$ cat src/rtl/rtc_pkg.sv
package rtc_pkg;

  localparam int REG_IDX_W = 4;

  localparam logic [REG_IDX_W-1:0] IDX_SUB  = 4'd0;
  localparam logic [REG_IDX_W-1:0] IDX_SEC  = 4'd1;
  localparam logic [REG_IDX_W-1:0] IDX_MIN  = 4'd2;
  localparam logic [REG_IDX_W-1:0] IDX_HOUR = 4'd3;
  localparam logic [REG_IDX_W-1:0] IDX_WDAY = 4'd4;
  localparam logic [REG_IDX_W-1:0] IDX_MDAY = 4'd5;
  localparam logic [REG_IDX_W-1:0] IDX_MON  = 4'd6;
  localparam logic [REG_IDX_W-1:0] IDX_YEAR = 4'd7;
  localparam logic [REG_IDX_W-1:0] IDX_CTL1 = 4'd14;
  localparam logic [REG_IDX_W-1:0] IDX_CTL2 = 4'd15;

  // control register 1 bits
  localparam int CF_BIT  = 7;
  localparam int CIE_BIT = 4;
  // control register 2 bits
  localparam int EN_BIT    = 3;
  localparam int ADJ_BIT   = 2;
  localparam int CLR_BIT   = 1;
  localparam int START_BIT = 0;

  // one BCD digit plus one: {carry_out, digit}
  function automatic logic [4:0] bcd_digit_inc(input logic [3:0] d);
    if (d >= 4'd9) return {1'b1, 4'h0};
    return {1'b0, d + 4'd1};
  endfunction

  function automatic logic [6:0] bcd_to_bin(input logic [7:0] b);
    return ({3'b000, b[7:4]} * 7'd10) + {3'b000, b[3:0]};
  endfunction

  // Gregorian leap rule on a four-digit BCD year
  function automatic logic is_leap(input logic [15:0] yr);
    logic [6:0] yy;
    logic [6:0] cc;
    yy = bcd_to_bin(yr[7:0]);
    cc = bcd_to_bin(yr[15:8]);
    if (yy != 7'd0) return (yy % 7'd4) == 7'd0;
    return (cc % 7'd4) == 7'd0;
  endfunction

  // last day of the month, in BCD
  function automatic logic [7:0] month_len(input logic [7:0] mon,
                                           input logic [15:0] yr);
    case (mon)
      8'h02:                      return is_leap(yr) ? 8'h29 : 8'h28;
      8'h04, 8'h06, 8'h09, 8'h11: return 8'h30;
      default:                    return 8'h31;
    endcase
  endfunction

endpackage

$ cat src/rtl/rtc_bcd_field.sv
module rtc_bcd_field import rtc_pkg::*; #(
  parameter int             W       = 8,
  parameter logic [W-1:0]   FLOOR   = '0,
  parameter logic [W-1:0]   RST_VAL = '0
) (
  input  logic         clk,
  input  logic         rst_n,
  input  logic         step,
  input  logic         ld,
  input  logic [W-1:0] ld_val,
  input  logic [W-1:0] limit,
  output logic [W-1:0] val,
  output logic         wrap
);

  localparam int DIGITS = W / 4;

  logic [W-1:0] inc_val;

  always_comb begin
    logic c;
    logic [4:0] r;
    inc_val = val;
    c = 1'b1;
    for (int i = 0; i < DIGITS; i++) begin
      r = bcd_digit_inc(val[i*4 +: 4]);
      if (c) inc_val[i*4 +: 4] = r[3:0];
      c = c & r[4];
    end
  end

  assign wrap = step & ~ld & (val == limit);

  always_ff @(posedge clk) begin
    if (!rst_n)    val <= RST_VAL;
    else if (ld)   val <= ld_val;
    else if (step) val <= (val == limit) ? FLOOR : inc_val;
  end

endmodule

$ cat src/rtl/rtc_subsec.sv
module rtc_subsec #(
  parameter int SUB_W = 7
) (
  input  logic             clk,
  input  logic             rst_n,
  input  logic             tick,
  input  logic             run,
  input  logic             clr,
  output logic [SUB_W-1:0] cnt,
  output logic             carry
);

  assign carry = run & tick & ~clr & (&cnt);

  always_ff @(posedge clk) begin
    if (!rst_n)           cnt <= '0;
    else if (clr)         cnt <= '0;
    else if (run && tick) cnt <= cnt + 1'b1;
  end

endmodule

$ cat src/rtl/rtc_ctrl.sv
module rtc_ctrl import rtc_pkg::*; (
  input  logic       clk,
  input  logic       rst_n,
  input  logic       ctl1_wr,
  input  logic       ctl2_wr,
  input  logic [7:0] wbyte,
  input  logic       carry_evt,
  output logic       cf,
  output logic       cie,
  output logic       en,
  output logic       run,
  output logic       clr_flag,
  output logic       adj_req,
  output logic       pre_clr,
  output logic       irq
);

  logic wbyte_unused;
  assign wbyte_unused = ^wbyte[6:5];

  assign adj_req = ctl2_wr & wbyte[ADJ_BIT];
  assign pre_clr = ctl2_wr & wbyte[CLR_BIT];
  assign irq     = cf & cie;

  always_ff @(posedge clk) begin
    if (!rst_n) begin
      cf       <= 1'b0;
      cie      <= 1'b0;
      en       <= 1'b0;
      run      <= 1'b0;
      clr_flag <= 1'b0;
    end else begin
      if (carry_evt)                     cf <= 1'b1;
      else if (ctl1_wr && !wbyte[CF_BIT]) cf <= 1'b0;
      if (ctl1_wr) cie <= wbyte[CIE_BIT];
      if (ctl2_wr) begin
        en  <= wbyte[EN_BIT];
        run <= wbyte[START_BIT];
      end
      clr_flag <= pre_clr;
    end
  end

endmodule

$ cat src/rtl/rtc_calendar.sv
module rtc_calendar import rtc_pkg::*; #(
  parameter logic [15:0] RESET_YEAR = 16'h2000
) (
  input  logic        clk,
  input  logic        rst_n,
  input  logic        sec_step,
  input  logic        adj_req,
  input  logic [6:0]  fld_ld,
  input  logic [15:0] ld_data,
  output logic [7:0]  sec,
  output logic [7:0]  min,
  output logic [7:0]  hour,
  output logic [7:0]  wday,
  output logic [7:0]  mday,
  output logic [7:0]  mon,
  output logic [15:0] year,
  output logic        sec_wrap
);

  logic       adj_round;
  logic       sec_inc, sec_ld, min_inc;
  logic [7:0] sec_ldv, mday_lim;
  logic       min_wrap, hour_wrap, mday_wrap, mon_wrap;
  logic       wday_wrap_unused, year_wrap_unused;

  assign adj_round = adj_req & (sec >= 8'h30);
  assign sec_inc   = sec_step & ~adj_req;
  assign sec_ld    = fld_ld[0] | adj_req;
  assign sec_ldv   = adj_req ? 8'h00 : ld_data[7:0];
  assign min_inc   = sec_wrap | adj_round;
  assign mday_lim  = month_len(mon, year);

  rtc_bcd_field #(.W(8), .FLOOR(8'h00), .RST_VAL(8'h00)) u_sec (
    .clk(clk), .rst_n(rst_n), .step(sec_inc), .ld(sec_ld), .ld_val(sec_ldv),
    .limit(8'h59), .val(sec), .wrap(sec_wrap));

  rtc_bcd_field #(.W(8), .FLOOR(8'h00), .RST_VAL(8'h00)) u_min (
    .clk(clk), .rst_n(rst_n), .step(min_inc), .ld(fld_ld[1]), .ld_val(ld_data[7:0]),
    .limit(8'h59), .val(min), .wrap(min_wrap));

  rtc_bcd_field #(.W(8), .FLOOR(8'h00), .RST_VAL(8'h00)) u_hour (
    .clk(clk), .rst_n(rst_n), .step(min_wrap), .ld(fld_ld[2]), .ld_val(ld_data[7:0]),
    .limit(8'h23), .val(hour), .wrap(hour_wrap));

  rtc_bcd_field #(.W(8), .FLOOR(8'h00), .RST_VAL(8'h00)) u_wday (
    .clk(clk), .rst_n(rst_n), .step(hour_wrap), .ld(fld_ld[3]), .ld_val(ld_data[7:0]),
    .limit(8'h06), .val(wday), .wrap(wday_wrap_unused));

  rtc_bcd_field #(.W(8), .FLOOR(8'h01), .RST_VAL(8'h01)) u_mday (
    .clk(clk), .rst_n(rst_n), .step(hour_wrap), .ld(fld_ld[4]), .ld_val(ld_data[7:0]),
    .limit(mday_lim), .val(mday), .wrap(mday_wrap));

  rtc_bcd_field #(.W(8), .FLOOR(8'h01), .RST_VAL(8'h01)) u_mon (
    .clk(clk), .rst_n(rst_n), .step(mday_wrap), .ld(fld_ld[5]), .ld_val(ld_data[7:0]),
    .limit(8'h12), .val(mon), .wrap(mon_wrap));

  rtc_bcd_field #(.W(16), .FLOOR(16'h0000), .RST_VAL(RESET_YEAR)) u_year (
    .clk(clk), .rst_n(rst_n), .step(mon_wrap), .ld(fld_ld[6]), .ld_val(ld_data),
    .limit(16'h9999), .val(year), .wrap(year_wrap_unused));

endmodule

$ cat src/rtl/bcd_calendar_rtc.sv
module bcd_calendar_rtc import rtc_pkg::*; #(
  parameter int          SUB_W      = 7,
  parameter logic [15:0] RESET_YEAR = 16'h2000
) (
  input  logic                 clk,
  input  logic                 rst_n,
  input  logic                 tick,
  input  logic                 wr_en,
  input  logic [REG_IDX_W:0]   addr,
  input  logic [1:0]           be,
  input  logic [15:0]          wdata,
  output logic [15:0]          rdata,
  output logic                 carry_irq
);

  logic [REG_IDX_W-1:0] idx;
  logic                 addr_lsb_unused;
  logic                 wr_lo, wr_any, ctl1_wr, ctl2_wr;
  logic [6:0]           fld_ld;
  logic [15:0]          ld_data;

  logic [SUB_W-1:0]     subsec;
  logic [15:0]          subsec_view;
  logic                 sec_step, sec_wrap, carry_evt;
  logic                 cf, cie, en, run, clr_flag, adj_req, pre_clr;
  logic [7:0]           sec, min, hour, wday, mday, mon;
  logic [15:0]          year;

  assign idx             = addr[REG_IDX_W:1];
  assign addr_lsb_unused = addr[0];
  assign wr_lo           = wr_en & be[0];
  assign wr_any          = wr_en & (|be);
  assign ctl1_wr         = wr_lo & (idx == IDX_CTL1);
  assign ctl2_wr         = wr_lo & (idx == IDX_CTL2);

  assign fld_ld[0] = wr_lo  & (idx == IDX_SEC);
  assign fld_ld[1] = wr_lo  & (idx == IDX_MIN);
  assign fld_ld[2] = wr_lo  & (idx == IDX_HOUR);
  assign fld_ld[3] = wr_lo  & (idx == IDX_WDAY);
  assign fld_ld[4] = wr_lo  & (idx == IDX_MDAY);
  assign fld_ld[5] = wr_lo  & (idx == IDX_MON);
  assign fld_ld[6] = wr_any & (idx == IDX_YEAR);

  // byte-lane merge, used by the year; byte fields take the low lane
  assign ld_data = {be[1] ? wdata[15:8] : year[15:8],
                    be[0] ? wdata[7:0]  : year[7:0]};

  assign carry_evt   = sec_step | adj_req;
  assign subsec_view = 16'(subsec);

  rtc_subsec #(.SUB_W(SUB_W)) u_pre (
    .clk(clk), .rst_n(rst_n), .tick(tick), .run(run), .clr(pre_clr),
    .cnt(subsec), .carry(sec_step));

  rtc_ctrl u_ctl (
    .clk(clk), .rst_n(rst_n), .ctl1_wr(ctl1_wr), .ctl2_wr(ctl2_wr),
    .wbyte(wdata[7:0]), .carry_evt(carry_evt), .cf(cf), .cie(cie), .en(en),
    .run(run), .clr_flag(clr_flag), .adj_req(adj_req), .pre_clr(pre_clr),
    .irq(carry_irq));

  rtc_calendar #(.RESET_YEAR(RESET_YEAR)) u_cal (
    .clk(clk), .rst_n(rst_n), .sec_step(sec_step), .adj_req(adj_req),
    .fld_ld(fld_ld), .ld_data(ld_data), .sec(sec), .min(min), .hour(hour),
    .wday(wday), .mday(mday), .mon(mon), .year(year), .sec_wrap(sec_wrap));

  always_comb begin
    rdata = 16'h0000;
    case (idx)
      IDX_SUB:  rdata = subsec_view;
      IDX_SEC:  rdata = {8'h00, sec};
      IDX_MIN:  rdata = {8'h00, min};
      IDX_HOUR: rdata = {8'h00, hour};
      IDX_WDAY: rdata = {8'h00, wday};
      IDX_MDAY: rdata = {8'h00, mday};
      IDX_MON:  rdata = {8'h00, mon};
      IDX_YEAR: rdata = year;
      IDX_CTL1: begin
        rdata[CF_BIT]  = cf;
        rdata[CIE_BIT] = cie;
      end
      IDX_CTL2: begin
        rdata[EN_BIT]    = en;
        rdata[CLR_BIT]   = clr_flag;
        rdata[START_BIT] = run;
      end
      default:  rdata = 16'h0000;
    endcase
  end

endmodule

$ cat config.mk
export PLATFORM = sky130hd
export DESIGN_NAME = bcd_calendar_rtc
export DESIGN_NICKNAME = d
export VERILOG_FILES = /design/src/rtl/rtc_pkg.sv /design/src/rtl/rtc_bcd_field.sv /design/src/rtl/rtc_subsec.sv /design/src/rtl/rtc_ctrl.sv /design/src/rtl/rtc_calendar.sv /design/src/rtl/bcd_calendar_rtc.sv
export SDC_FILE = /design/constraint.sdc
export NUM_CORES = 1
export LEC_CHECK = 0
export BUFFER_PORTS_ARGS = -buffer_cell sky130_fd_sc_hd__buf_2
export CAP_MARGIN = 10
export CORE_MARGIN = 1
export CORE_UTILIZATION = 31
export CTS_BUF_LIST = sky130_fd_sc_hd__clkbuf_16
export CTS_CLUSTER_SIZE = 10
export DETAILED_ROUTE_END_ITERATION = 8
export PLACE_DENSITY = 0.55
export SETUP_SLACK_MARGIN = 0.3
export SLEW_MARGIN = 20
export SYNTH_ARGS = -nofsm -noshare
export SYNTH_HDL_FRONTEND = slang
export SYNTH_SLANG_ARGS = --single-unit
$ cat constraint.sdc
create_clock -name clk -period 8.3 [get_ports clk]
set_input_delay 0.415 -clock clk [delete_from_list [all_inputs] [get_ports clk]]
set_output_delay 0.415 -clock clk [all_outputs]
set_load 0.1 [all_outputs]
Yosys cells after proc, flatten, opt, wreduce, memory -nomap -nowiden

Cells that the tools add are included.

Add/subtract/negate cells: 19
$mul: 2
Divide/modulo/power cells: 0
Magnitude comparators: 17
Eq/ne operators: 22
Shift operators: 0
Muxes and demuxes: 97
Bitwise gates (word level): 42
Reduce and logical (&&, ||, !) cells: 37

Operator list:

| cell                                                             | number |
|---|---|
| 8-bit 2-to-1 mux                                                 | 22 |
| 4-bit 2-to-1 mux                                                 | 23 |
| 5-bit 2-to-1 mux                                                 | 18 |
| 4-bit by 1-bit adder with 4-bit output (second input constant)   | 16 |
| 4-bit >= comparator (second input constant)                      | 16 |
| 16-bit 2-to-1 mux                                                | 3 |
| 1-bit AND                                                        | 31 |
| 3-bit nonzero test                                               | 9 |
| 8-bit by 3-bit == test with 1-bit output (second input constant) | 3 |
| 1-bit 2-to-1 mux                                                 | 24 |
| 1-bit one-hot mux with 9 select lines                            | 2 |
| 2-bit one-hot mux with 9 select lines                            | 1 |
| 16-bit == test (second input constant)                           | 1 |
| 4-bit by 3-bit == test with 1-bit output (second input constant) | 4 |
| 8-bit by 5-bit == test with 1-bit output (second input constant) | 2 |
| 8-bit by 7-bit == test with 1-bit output (second input constant) | 2 |
| 1-bit one-hot mux with 8 select lines                            | 2 |
| 2-bit one-hot mux with 8 select lines                            | 1 |
| 8-bit one-hot mux with 2 select lines                            | 1 |
| 2-bit nonzero test                                               | 8 |
| 7-bit zero test                                                  | 2 |
| 2-bit AND reduction                                              | 7 |
| 4-bit by 2-bit == test with 1-bit output (second input constant) | 2 |
| 4-bit == test (second input constant)                            | 2 |
| 22 further kinds                                                 | 34 |

Flip-flop bits (word level): 76
Bits in latches: 0
RAM bits: 0
Memory bits (read-only): 0
Input port bits: 27
Output and inout port bits: 17
Word-level logic and storage cells: 258
Memories kept: 0

Depth between registers and ports, before layout

Gate-level depths: netlist of run 1.

Depth after elaboration: 20
Depth in mapped cells: 12

Modules after synthesis

A second synthesis of run 1 with hierarchy kept.

Cell total of the unflattened synthesis: 909
Area, all modules: 7479.7 µm²

Modules (own cells, without submodules):

| module                           | times used | cells an instance | area each (µm²) | seq. area each (µm²) |
|---|---|---|---|---|
| rtc_bcd_field (u_cal.u_hour ...) | 4          | 83                | 675.6           | 160.2 |
| rtc_bcd_field (u_cal.u_mday ...) | 2          | 76                | 691.9           | 160.2 |
| rtc_bcd_field (u_cal.u_year)     | 1          | 166               | 1353.8          | 320.3 |
| bcd_calendar_rtc                 | 1          | 155               | 1148.6          | 0.0 |
| rtc_calendar                     | 1          | 50                | 385.4           | 0.0 |
| rtc_subsec                       | 1          | 36                | 311.5           | 140.1 |
| rtc_ctrl                         | 1          | 18                | 193.9           | 100.1 |

Worst setup path before layout of run 1

OpenSTA, ideal clock, no wires.

Path kind: in2out
Start point: input port addr[2]
End point: output port rdata[4]
Arrival time: 4.829 ns
Setup slack: 3.056 ns
Cell stages on the path: 5
Cells stage by stage: clkbuf_1 -> buf_1 -> nand2_1 -> o22a_1 -> o311ai_0

Cells in the longest elaborated chain, start to end: 2
Elaborated cells between the ends (all ways): 10

Ends and longest elaborated chain:

| what                                        | RTL line               | text |
|---|---|---|
| start, declared                             | bcd_calendar_rtc.sv:9  | `input logic [REG_IDX_W:0] addr,` |
| 4-bit == test, or another cell as far along | bcd_calendar_rtc.sv:68 | `case (idx)` |
| 1-bit one-hot mux with 9 select lines *     | bcd_calendar_rtc.sv:68 |  |
| end, declared                               | bcd_calendar_rtc.sv:12 | `output logic [15:0] rdata,` |

Every way passes the cells marked *; elsewhere a longest branch is shown, timed or not.

Final worst setup path of run 1

Start point: register u_cal.u_year.val[6]
End point: register u_cal.u_year.val[13]

Cells in the longest elaborated chain, start to end: 15
Elaborated cells between the ends (all ways): 25

Ends and longest elaborated chain:

| what                                        | RTL line            | text |
|---|---|---|
| start, declared                             | rtc_bcd_field.sv:12 | `output logic [W-1:0] val,` |
| start signal, assigned                      | rtc_bcd_field.sv:36 | `else if (ld) val <= ld_val;` |
| start signal, assigned                      | rtc_bcd_field.sv:37 | `else if (step) val <= (val == limit) ? FLOOR : inc_val;` |
| 4-bit by 3-bit multiplier with 6-bit output | rtc_pkg.sv:32       | `return ({3'b000, b[7:4]} * 7'd10) + {3'b000, b[3:0]};` |
| 7-bit by 4-bit adder with 7-bit output      | rtc_pkg.sv:32       |  |
| 7-bit nonzero test                          | rtc_pkg.sv:41       | `if (yy != 7'd0) return (yy % 7'd4) == 7'd0;` |
| 1-bit 2-to-1 mux                            | rtc_pkg.sv:41       |  |
| 1-bit 2-to-1 mux                            | rtc_pkg.sv:48       | `case (mon)` |
| 1-bit 2-to-1 mux                            | rtc_pkg.sv:42       | `return (cc % 7'd4) == 7'd0;` |
| 1-bit 2-to-1 mux                            | rtc_pkg.sv:48       |  |
| 1-bit 2-to-1 mux                            | rtc_pkg.sv:49       | `8'h02: return is_leap(yr) ? 8'h29 : 8'h28;` |
| 8-bit one-hot mux with 2 select lines       | rtc_pkg.sv:48       |  |
| 8-bit == test                               | rtc_bcd_field.sv:32 | `assign wrap = step & ~ld & (val == limit);` |
| 1-bit AND (3 in series)                     | rtc_bcd_field.sv:32 |  |
| 2-bit nonzero test (no line)                | n/a                 |  |
| 3-bit AND reduction (no line)               | n/a                 |  |

Parallel ways exist; a longest one is shown, timed or not. The select of a mux whose other input is x is not followed.
A chain may end at the register's enable or synchronous reset.

==> out/results.tsv, run 1 <==
stage	metric	value	unit
clock_tree	cts.sinks	76	
sta	min_period_over_period	46.8	%
clock_tree	cts-root-buf	clkbuf_16	
critical_path	worstPathRequired	8.54	ns
clock_tree	clock_latency	0.35	ns
critical_path	endpoint_kind	register	
sta	worstMarginPinSlew	1.04	ns
die	initial_utilization	31.5	%
critical_path	crit_fanout	12	
routing	viasPerCell	5.71	
yosys	syn_nets	940	
global_route	grt_pass1_vias	5971	
place	placed_cell_area	0.00704	sq mm
global_route	grt_usage	20.4	%
yosys	syn_area	0.00660	sq mm
place	gp_congestion	0.892	
yosys	synth.top_cells.by_area	dfxtp_1 23%, ha_1 12%, nand2_1 5.3%, nor2_1 4.0%, mux2i_1 3.9%	
yosys	ys_warn_count	0	
layout	layout_commonest_cell	nand2_1	
layout	n_fill_cell	2288	
power	power_density	119	mW/mm^2
layout	final_cell_mix	94 x nand2_1, 76 x dfxtp_1, 71 x nor2_1, 63 x inv_1, 61 x ha_1	
yosys	synth_top_area_share	23.1	%
routing	drc	0	
routing	wire_per_inst	19.1	um
critical_path	worstPathArrival	4.13	ns
routing	drtIter0Drc	670	
global_route	grt_overflow	0	
die	fp.dieArea	0.0219	sq mm
clock_tree	cts_setup_buffers	0	
critical_path	worst_path_most_repeated_cell	ha_1	
place	portBuffers	42	
critical_path	cpPeakStageDelay	0.60	ns
yosys	synth-seq-cells	76	
min_path	holdPathStages	3	
yosys	ys_seq_area_share	23.1	%
yosys	ys.flop_type	dfxtp_1	
clock_tree	numCtsBuffers	9	
routing	first_pass_iters	5	
yosys	synth.distinct_cells	79	
layout	syn_to_final_growth	10.6	%
yosys	synth.largest_area_cell	dfxtp_1	
routing	wl	22000	um
critical_path	critPathSlowestCell	dfxtp_1	
global_route	grt_pass1_wl	34100	um
die	ios	44	
die	fp.dieH	148	um
min_path	hp-class	input port to register	
clock_tree	clockBufferDepth	2	
clock_tree	cts_resized	0	
layout	nets	960	
power	p_leak	2.85	nW
die	die_width	148	um
sta	final.min_clock_period	3.88	ns
sta	skew	0.00880	ns
place	hpwl	16400	um
global_route	grt_max_degree	49	
flow_run	drv_cap	0	
clock_tree	cts_tree	built	
yosys	syn_avg_cell_area	7.76	sq um
sta	hold_viol_final	0	
yosys	ys_async_sr_fraction	0	%
routing	via_count	6565	
layout	drive_gt1_share	10.6	%
outcome	status	completed	
power	ir_drop	71.8	uV
sta	setup_tns	0	ns
die	core_area	0.0210	sq mm
critical_path	crit_type	register to register	
clock_tree	cts.htree.levels	3	
sta	relSlewSlack	30.5	%
critical_path	start_kind	register	
global_route	antenna_found_initial	2	
sta	slew_violations	0	
critical_path	path_cells	ha_1, ha_1, inv_1, fa_1, xnor2_1, or3b_2, mux2i_1, mux2_2, nand3_1, o31a_1, mux2_4	
sta	hold_ws	0.352	ns
yosys	synth_cells	850	
critical_path	r2r_cells	11	
clock_tree	hold_buffers	0	
die	rows	53	
sta	max_freq	257	MHz
sta	setup_viol	0	
layout	stdcell_area	0.00729	sq mm
yosys	synth_edf_count	0	
sta	rsz0062_at_grt	no	
clock_tree	path_clk_slew	0.06	ns
routing	drtAntennaViolNets	0	
==> synthesized netlist by cell type, types with 12 or more instances <==
library cell / count
and2_1: 17
ha_1: 61
clkbuf_1: 32
nand3_1: 37
nor2b_1: 12
dfxtp_1: 76
nor3_1: 14
inv_1: 60
o21ai_0: 42
o22ai_1: 14
mux2i_1: 26
nand2_1: 94
nor2_1: 71
a21oi_1: 50
==> stage by stage <==
stage	setup slack (ns)	util, %	instances	total power [mW]
detailed placement	4.31	33.6	1134	0.519
floorplan	3.06	-	850	0.474
global route	4.17	34.8	1149	0.905
finish	4.42	34.8	1150	0.869
CTS	4.38	34.8	1149	0.877
global placement	4.34	33.6	1134	0.519
==> critical path: cells and delay by family (launching register included) <==
family                   cells  cell delay [ns]
adder cells (fa/ha/maj)      3             0.78
buffers and inverters        1             0.05
XOR/XNOR                     1             0.14
multiplexers                 3             0.93
AO/OA/AOI/OAI                1             0.38
AND/OR/NAND/NOR              2             0.91
flip-flops                   1             0.60
==> report_power, final <==
| part | internal (mW) | total (mW) | switching [mW] |
|---|---|---|---|
| sequential | 0.371 | 0.386 | 0.0151 |
| clock | 0.196 | 0.356 | 0.160 |
| combinational | 0.0419 | 0.127 | 0.0852 |
| total | 0.609 | 0.869 | 0.260 |
==> path summary, 6_finish.rpt <==
path / to / slack [ns] / from
setup reg to reg: u_cal.u_year.val[13] / 4.42 / u_cal.u_year.val[6]
hold reg to reg: u_cal.u_sec.val[5] / 0.49 / u_cal.u_sec.val[5]
hold / removal: u_ctl.run / 0.35 / wdata[0]
setup / recovery: u_cal.u_year.val[13] / 4.42 / u_cal.u_year.val[6]
==> per-layer routing <==
metal  track usage [%]  wire, um
met5                 0        13
met1              27.9      9870
met3              4.88      1700
met4              7.32       626
met2              31.0      9740
==> registers in the layout (all words and copies together) (netlist names), 7 cells and up <==
register          count
u_cal.u_hour.val      8
u_cal.u_mday.val      8
u_cal.u_min.val       8
u_cal.u_mon.val       8
u_cal.u_sec.val       8
u_cal.u_wday.val      8
u_cal.u_year.val     16
u_pre.cnt             7
==> cell families (layout without fill, tap and decap cells) <==
| group | Yosys count | count (layout) | share of synthesized area [%] |
|---|---|---|---|
| fa+ha+maj | 63 | 63 | 12.2 |
| flops | 76 | 76 | 23.1 |
| buf+inv | 101 | 125 | 6.07 |
| compound gates | 230 | 230 | 24.4 |
| other cells | 0 | 1 | 0 |
| xor+xnor | 11 | 11 | 1.46 |
| mux | 36 | 36 | 6.73 |
| simple gates | 333 | 333 | 26.1 |
==> layout make-up <==
cell class	count	area (sq um)	share of cell area, %
inverter	60	225	3.09
timing repair buffer	50	270	3.70
multi-input combinational	673	4680	64.2
clock inverter	6	26.3	0.360
clock buffer	9	225	3.09
tap	275	344	4.72
sequential	76	1520	20.9
antenna	1	2.50	0.0343
Power figures use the tool's default switching activity.
==> inputs of run 2 (changes only) <==
ABC_AREA = 1   (was default)
PLACE_DENSITY = 0.57   (was 0.55)
clock period = 3.2 ns   (was 8.3 ns; I/O delays follow)
==> run 2 against run 1 <==
Net effect:
- register-to-register slack got worse by 4.0 ns
- final area decreased by 2.3%
- die area decreased by 7.7%
- worst hold slack got worse by 0.22 ns
- sequential power increased by 150%
- synthesized area decreased by 7.8%
- highest routed layer is now met4
- setup slack got worse by 4.0 ns
- critical path depth increased by 7
- sequential share of layout area increased by 0.53 points
- final cell count increased by 5.8%
==> out/results.tsv, run 2 <==
stage	metric	value	unit
die	fp.dieH	142	um
yosys	syn_nets	985	
sta	slew_violations	0	
critical_path	crit_type	register to register	
layout	largest_register_ffs	16	
layout	finalNonFillerCells	1217	
layout	drive_gt1_share	13.7	%
routing	first_pass_iters	5	
die	initial_utilization	32.1	%
sta	rsz0062_at_grt	yes	
yosys	syn_area	0.00608	sq mm
die	core_area	0.0190	sq mm
global_route	grt_usage	19.4	%
clock_tree	numCtsBuffers	9	
yosys	synth.top_cells.by_area	dfxtp_1 25%, ha_1 13%, nand2_1 8.6%, inv_1 8.5%, a21oi_1 5.9%	
critical_path	crit_fanout	7	
sta	relSlewSlack	35.0	%
global_route	grt_max_degree	31	
layout	stdcell_area	0.00713	sq mm
yosys	ys_warn_count	0	
sta	max_freq	360	MHz
global_route	grt_pass1_vias	5608	
routing	drc	0	
critical_path	worstPathRequired	3.42	ns
sta	min_period_over_period	86.8	%
die	ios	44	
critical_path	start_kind	register	
yosys	ys_seq_area_share	25.0	%
clock_tree	clock_latency	0.35	ns
yosys	synth-seq-cells	76	
place	placed_cells	1195	
place	hpwl	14600	um
yosys	synth_edf_count	0	
power	p_leak	3.05	nW
routing	wl	19500	um
layout	syn_to_final_growth	17.1	%
flow_run	drv_cap	0	
sta	skew	0.00965	ns
min_path	hp-class	input port to register	
global_route	antenna_found_initial	0	
yosys	ys.flop_type	dfxtp_1	
clock_tree	cts.htree.levels	3	
power	ir_drop	244	uV
sta	setup_viol	0	
global_route	grt_pass1_wl	30200	um
critical_path	endpoint_kind	register	
die	fp.dieArea	0.0202	sq mm
sta	hold_viol_final	0	
yosys	synth_cells	895	
yosys	synth.largest_area_cell	dfxtp_1	
yosys	synth.distinct_cells	43	
outcome	status	completed	
place	gp_congestion	0.913	
power	power_density	314	mW/mm^2
sta	hold_ws	0.129	ns
routing	viasPerCell	5.12	
die	rows	50	
sta	setup_tns	0	ns
yosys	syn_avg_cell_area	6.80	sq um
global_route	grt_overflow	0	
clock_tree	path_clk_slew	0.06	ns
place	portBuffers	42	
layout	regMostFlops	u_cal.u_year.val	
layout	multi_input_area	0.00405	sq mm
routing	wire_per_inst	16.0	um
place	placed_cell_area	0.00664	sq mm
die	die_width	142	um
clock_tree	cts.sinks	76	
layout	nets	1042	
yosys	synth_commonest_cells	140 x nand2_1, 138 x inv_1, 86 x nor2_1	
layout	n_fill_cell	2030	
layout	final_cell_mix	138 x inv_1, 137 x nand2_1, 86 x nor2_1, 74 x dfxtp_1, 70 x a21oi_1	
yosys	yosysMostFrequentCell	nand2_1	
critical_path	worstPathArrival	3.00	ns
routing	drtIter0Drc	533	
yosys	synth_top_area_share	25.0	%
sta	worstMarginPinSlew	0.969	ns
routing	via_count	6225	
routing	drtAntennaViolNets	0	
clock_tree	cts_tree	built	
clock_tree	clockBufferDepth	2	
layout	post-route-util	37.6	%
clock_tree	cts-root-buf	clkbuf_16	
layout	register_area	0.00152	sq mm
yosys	ys_async_sr_fraction	0	%
sta	final.min_clock_period	2.78	ns
layout	layout_commonest_cell	inv_1	
layout	antenna_cells	0	
[run 2: cell count changes in the layout (fill, tap and decap cells not counted), sizes merged, moves of 22 or more]
cell and delta:
o22ai +25, a21oi +22, mux2i -26, inv +87, nand3 +33, nor2 +27, nand2 +56
[run 2: report_power, final]
part | internal (mW) | switching, mW | total (mW)
clock network | 0.674 | 0.436 | 1.11
logic | 0.0450 | 0.126 | 0.171
registers | 0.950 | 0.00576 | 0.955
[run 2: cells by family (layout without fill, tap and decap cells)]
| group | count (synthesis) | in the layout | synth area share, % |
|---|---|---|---|
| compound gates | 211 | 211 | 20.7 |
| xor+xnor | 32 | 32 | 4.61 |
| fa+ha+maj | 63 | 63 | 13.2 |
| buf+inv | 166 | 225 | 10.7 |
| flops | 76 | 76 | 25.0 |
| simple gates | 347 | 350 | 25.8 |
[run 2: layout make-up]
cell class | count | area share [%]
multi-input cells | 656 | 56.9
inverters | 150 | 7.90
clock inverters | 7 | 1.18
repair buffers | 59 | 4.92
clock buffers | 9 | 3.16
well taps | 260 | 4.57
flip-flops and latches | 76 | 21.4
[run 2: layer usage]
metal  routed length [um]  GRT usage [%]  share of wire (%)  vias up
met4                  404           6.62                2.1        0
li1                     -              -                  -     3118
met5                    0              0                  0        -
met1                 9140           26.1                 47     2937
met3                  951           2.69                4.9       26
met2                 9020           31.6                 46      144
[run 2: stage by stage]
step	power (mW)	setup slack [ns]
finish	2.24	0.423
floorplan	1.07	0.577
CTS	2.24	0.316
global placement	1.14	0.317
detailed placement	1.14	0.270
global route	2.29	0.259
[run 2: what timing repair did]
action,CTS,global route
setup endpoints to repair,12,31
cloned,0,3
setup buffers,0,3
gates resized for setup,1,23
hold buffers,0,0
pin swaps,0,14
endpoints found under the hold margin,0,0
[run 2: worst paths after layout]
path	startpoint	endpoint	slack (ns)	depth (start not counted)
hold reg to reg	u_ctl.cie	u_ctl.cie	0.49	2
setup reg to reg	u_cal.u_year.val[7]	u_cal.u_year.val[13]	0.42	18
setup / recovery	u_cal.u_year.val[7]	u_cal.u_year.val[13]	0.42	18
hold / removal	wdata[4]	u_ctl.cie	0.13	3
[run 2: worst max-delay path, cell delays in order (launching register included)]
cell	delay (ns)
dfxtp_2	0.34
ha_4	0.27
ha_4	0.12
inv_2	0.03
fa_1	0.55
inv_1	0.04
nor2_1	0.08
nand2_1	0.07
a21oi_2	0.14
nand2_2	0.09
nand2_2	0.09
a21oi_4	0.07
nor2_4	0.14
nand4_4	0.12
buf_12	0.18
nand2_4	0.12
nand2_1	0.06
nand2_1	0.07
nand3_1	0.05
